===== src/rtl/dma_arb_pkg.sv =====
package dma_arb_pkg;
  typedef enum logic [2:0] {
    ST_IDLE    = 3'd0,
    ST_REQ     = 3'd1,
    ST_WAIT    = 3'd2,
    ST_OWN     = 3'd3,
    ST_REL     = 3'd4,
    ST_RECOVER = 3'd5
  } arb_state_t;
endpackage


===== src/rtl/dma_arb_fsm.sv =====
module dma_arb_fsm
  import dma_arb_pkg::*;
#(
  parameter int RECOVER_CYCLES = 1
) (
  input  logic       clk,
  input  logic       rst_n,
  input  logic       dma_req_i,
  input  logic       grant_seen,
  output arb_state_t state
);
  localparam int RW = (RECOVER_CYCLES > 1) ? $clog2(RECOVER_CYCLES + 1) : 1;
  localparam logic [RW-1:0] RC_LOAD = RW'(RECOVER_CYCLES - 1);

  arb_state_t state_q, state_d;
  logic [RW-1:0] rc_q, rc_d;
  logic          rc_en;

  always_comb begin
    state_d = state_q;
    rc_d    = rc_q;
    rc_en   = 1'b0;
    unique case (state_q)
      ST_IDLE:    if (dma_req_i) state_d = ST_REQ;
      ST_REQ:     state_d = ST_WAIT;
      ST_WAIT:    if (grant_seen) state_d = ST_OWN;
      ST_OWN:     if (!dma_req_i) state_d = ST_REL;
      ST_REL: begin
        state_d = ST_RECOVER;
        rc_d    = RC_LOAD;
        rc_en   = 1'b1;
      end
      ST_RECOVER: begin
        if (rc_q == '0) begin
          state_d = ST_IDLE;
        end else begin
          rc_d  = rc_q - 1'b1;
          rc_en = 1'b1;
        end
      end
      default:    state_d = ST_IDLE;
    endcase
  end

  always_ff @(posedge clk or negedge rst_n) begin
    if (!rst_n) begin
      state_q <= ST_IDLE;
    end else begin
      state_q <= state_d;
    end
  end

  always_ff @(posedge clk or negedge rst_n) begin
    if (!rst_n) begin
      rc_q <= '0;
    end else if (rc_en) begin
      rc_q <= rc_d;
    end
  end

  assign state = state_q;
endmodule


===== src/rtl/dma_arb_outdec.sv =====
module dma_arb_outdec
  import dma_arb_pkg::*;
(
  input  arb_state_t state,
  output logic       line_oe,
  output logic       line_lvl,
  output logic       hold,
  output logic       busy
);
  always_comb begin
    line_oe  = (state == ST_REQ) || (state == ST_REL);
    line_lvl = !line_oe;
    hold     = (state == ST_OWN);
    busy     = (state != ST_IDLE);
  end
endmodule


===== src/rtl/dma_bus_arbiter.sv =====
module dma_bus_arbiter
  import dma_arb_pkg::*;
#(
  parameter int RECOVER_CYCLES = 1
) (
  input  logic clk,
  input  logic rst_n,
  input  logic dma_req_i,
  input  logic rqgt_in,
  output logic rqgt_out,
  output logic rqgt_oe,
  output logic hold_ack,
  output logic dma_active
);
  arb_state_t state;
  logic       grant_seen;

  // Grant is an active-low pulse from the processor; only heeded while listening.
  assign grant_seen = !rqgt_in;

  dma_arb_fsm #(.RECOVER_CYCLES(RECOVER_CYCLES)) u_fsm (
    .clk        (clk),
    .rst_n      (rst_n),
    .dma_req_i  (dma_req_i),
    .grant_seen (grant_seen),
    .state      (state)
  );

  dma_arb_outdec u_dec (
    .state    (state),
    .line_oe  (rqgt_oe),
    .line_lvl (rqgt_out),
    .hold     (hold_ack),
    .busy     (dma_active)
  );
endmodule


===== config.mk =====
export PLATFORM = sky130hd
export DESIGN_NAME = dma_bus_arbiter
export DESIGN_NICKNAME = d
export VERILOG_FILES = /design/src/rtl/dma_arb_pkg.sv /design/src/rtl/dma_arb_fsm.sv /design/src/rtl/dma_arb_outdec.sv /design/src/rtl/dma_bus_arbiter.sv
export SDC_FILE = /design/constraint.sdc
export NUM_CORES = 1
export LEC_CHECK = 0
export ABC_CLOCK_PERIOD_IN_PS = 2220
export BUFFER_PORTS_ARGS = -buffer_cell sky130_fd_sc_hd__buf_2
export CORE_AREA = 5 5 42 44
export DETAILED_ROUTE_END_ITERATION = 7
export DIE_AREA = 0 0 47 49
export GPL_TIMING_DRIVEN = 0
export SLEW_MARGIN = 10
export SYNTH_ARGS = -nofsm -noshare
export SYNTH_HDL_FRONTEND = slang
export SYNTH_HIERARCHICAL = 1
export SYNTH_SLANG_ARGS = --single-unit
export TNS_END_PERCENT = 30

===== constraint.sdc =====
create_clock -name clk -period 2.22 [get_ports clk]
set_input_delay 0.444 -clock clk [delete_from_list [all_inputs] [get_ports clk]]
set_output_delay 0.444 -clock clk [all_outputs]
set_load 0.05 [all_outputs]

==> run metrics <==
outcome=completed; CTS sink cnt=3; H-tree depth=1; number of nets in the synthesized netlist=23; synth top area cells=sky130_fd_sc_hd__dfrtp_1 40%, sky130_fd_sc_hd__o2bb2ai_2 8.1%, sky130_fd_sc_hd__or2b_1 8.1%; pin count of the biggest net entering global routing=9; count of input and output buffers=7; overall via count from detail_route=166; Post-synth top cells=3 x sky130_fd_sc_hd__dfrtp_1, 3 x sky130_fd_sc_hd__nor2_1, 2 x sky130_fd_sc_hd__or2b_1; setup TNS after final layout=0 ns; IO Pins=8; number of flip-flops under the largest register name=3; antenna diode instance count=0; Max Slew Vio Count=0; via count of the first global-routing pass=146; global-route usage over all layers=0.0459; remaining number of nets flagged by the antenna check after routing=0; post-DR wirelength/cell=8.91 µm; global-route wire length before repair=between 600 and 700 µm; worst clock skew=0.000736 ns; layout filler cell count=162; reg-to-reg startpoint=u_fsm/state[2]; detail-routed via count per cell=3.53; setup violators final=0; CTS Root Cell=sky130_fd_sc_hd__clkbuf_4; Crit Path Max Fanout=7; top-area cell type share of the netlist area=0.403; grt ovf=0; synthesized instance count=19; synthesized area per cell=9.81 µm²; unrepaired setup endpoints after global routing=false; Async S/R FF share, synth=1.00; drt first-iter violations=8; floorplan die area=0.00230 mm²; Core Footprint=0.00140 mm²; TritonCTS clock tree=yes; crit path launch type=flip-flop; fraction of layout cells with a size suffix above 1=0.387; number of synthesized flops with an enable pin=0; Warnings, synthesis=6; number of rows in the core area=14; number of violations of the max-capacitance limit=0; min-delay worst type=input pin to flip-flop; number of endpoints with negative hold slack in the final report=0; fraction of the cycle the final worst path needs=0.786; Initial Utilization=0.133; number of buffers on the longest clock path=2; top cell type by total area after synthesis=sky130_fd_sc_hd__dfrtp_1; synth unique cells=14; synthesis-to-finish area growth=49.0%; endpoint of the most critical setup path=rqgt_oe; Data required, critical path=1.78 ns; normalized max-slew margin=0.832; die height=49 µm; Chip Width=47 µm; reg2reg path depth=2; flip-flop and latch count after synthesis=3; reg2reg end=u_fsm/state[0]; DR DRC count=0; post-CTS setup-driven buffer insertion count=0; most instantiated flip-flop cell in the synthesis netlist=sky130_fd_sc_hd__dfrtp_1; number of search-and-repair iterations in the first detailed-routing pass=4; setup slack on the worst flop-to-flop path=1.26 ns; sequential-to-total area share from yosys stat=0.403; total number of nets in the final design=36; GP Congestion=0.601; DRT Wirelength=419 µm; WS Path Type=flip-flop to output port; arrival time reported for the critical path endpoint=1.30 ns; Skew-Pair Late Insertion Delay=0.23 ns; Critical Path End Type=output port; fmax=~0.57 GHz; measured slew at the worst slew-check pin=approximately 0.25 ns; minimum period implied by the final worst setup slack=1.74 ns; clock transition at the registers of the reported paths=0.04 ns; Worst setup startpoint=u_fsm/state[2]; antenna violations before repair=0; clock buffers created by TritonCTS=3; post-synthesis instance area=roughly 190 µm²
placed cells by master (no fill, tap or decap):
cell | netlist | layout
sky130_fd_sc_hd__buf_2 | 0 | 7
sky130_fd_sc_hd__clkbuf_4 | 0 | 3
sky130_fd_sc_hd__nor2_1 | 3 | 3
sky130_fd_sc_hd__dfrtp_1 | 3 | 3
sky130_fd_sc_hd__or2b_1 | 2 | 2
sky130_fd_sc_hd__inv_1 | 1 | 1
sky130_fd_sc_hd__clkbuf_1 | 0 | 1
sky130_fd_sc_hd__dlygate4sd3_1 | 0 | 1
sky130_fd_sc_hd__xor2_1 | 1 | 1
sky130_fd_sc_hd__and2b_2 | 1 | 1
sky130_fd_sc_hd__nand2b_1 | 1 | 1
sky130_fd_sc_hd__nand2_1 | 1 | 1
sky130_fd_sc_hd__or3_1 | 1 | 1
sky130_fd_sc_hd__and3b_1 | 1 | 1
sky130_fd_sc_hd__nor3_1 | 1 | 1
sky130_fd_sc_hd__mux2i_1 | 1 | 1
sky130_fd_sc_hd__o32ai_1 | 1 | 1
sky130_fd_sc_hd__o2bb2ai_2 | 1 | 1
metal layers:
metal	GRT usage	wire length (µm)	vias to the layer above	share of wire
li1	-	-	88	-
met1	0.0597	183	71	0.44
met2	0.0362	185	7	0.44
met3	0.0148	50	0	0.12
met4	0.0829	0	0	0
met5	0	0	-	0
how the worst min path moves through the flow:
stage	start	endpoint	slack (ns)	depth (start not counted)
finish	dma_req_i	u_fsm/state[2]	0.52	3
global route	rst_n	u_fsm/state[1]	0.53	2
CTS	dma_req_i	u_fsm/state[2]	0.52	3
detailed placement	rst_n	u_fsm/state[2]	0.24	1
global placement	rst_n	u_fsm/state[2]	0.24	1
floorplan	rst_n	u_fsm/state[0]	0.15	0
area by class of cell:
cell class | instances | area, µm² | share of cell area
Clock buffer | 4 | 26.3 | 0.0946
Inverter | 1 | 3.75 | 0.0135
Multi-Input combinational cell | 15 | 108 | 0.387
Sequential cell | 3 | 75.1 | 0.270
Tap cell | 16 | 20.0 | 0.0721
Timing Repair Buffer | 8 | 45.0 | 0.162
worst max-delay path, cell delays in order, from the launching register on:
cell,delay [ns]
sky130_fd_sc_hd__dfrtp_1,0.47
sky130_fd_sc_hd__xor2_1,0.20
sky130_fd_sc_hd__and2b_2,0.15
sky130_fd_sc_hd__buf_2,0.25
repair_timing:
| item | CTS | global route |
|---|---|---|
| hold buffers | 1 | 0 |
| endpoints found under the hold margin | 3 | 0 |
| gates resized for setup | 0 | 0 |
metrics by stage:
step	instances	utilization	instance area, µm²	hold WS [ns]	setup slack, ns
floorplan	19	-	186	0.148	0.632
global placement	42	0.172	241	0.241	0.736
detailed placement	42	0.172	241	0.241	0.715
CTS	47	0.198	278	0.520	0.461
global route	47	0.198	278	0.533	0.365
finish	47	0.198	278	0.523	0.476
kinds of logic after synthesis:
kind of cell	count (synthesis)	share of synthesized area
DFF	3	0.403
muxes	1	0.0537
xor gates and xnor gates	1	0.0470
AOI/OAI and AO/OA	2	0.128
buffers and inverters	1	0.0201
and+or+nand+nor	11	0.349
Power is left out: the tool's default activity adds up to more than one toggle a clock period on the data nets, which glitch-free logic cannot reach.
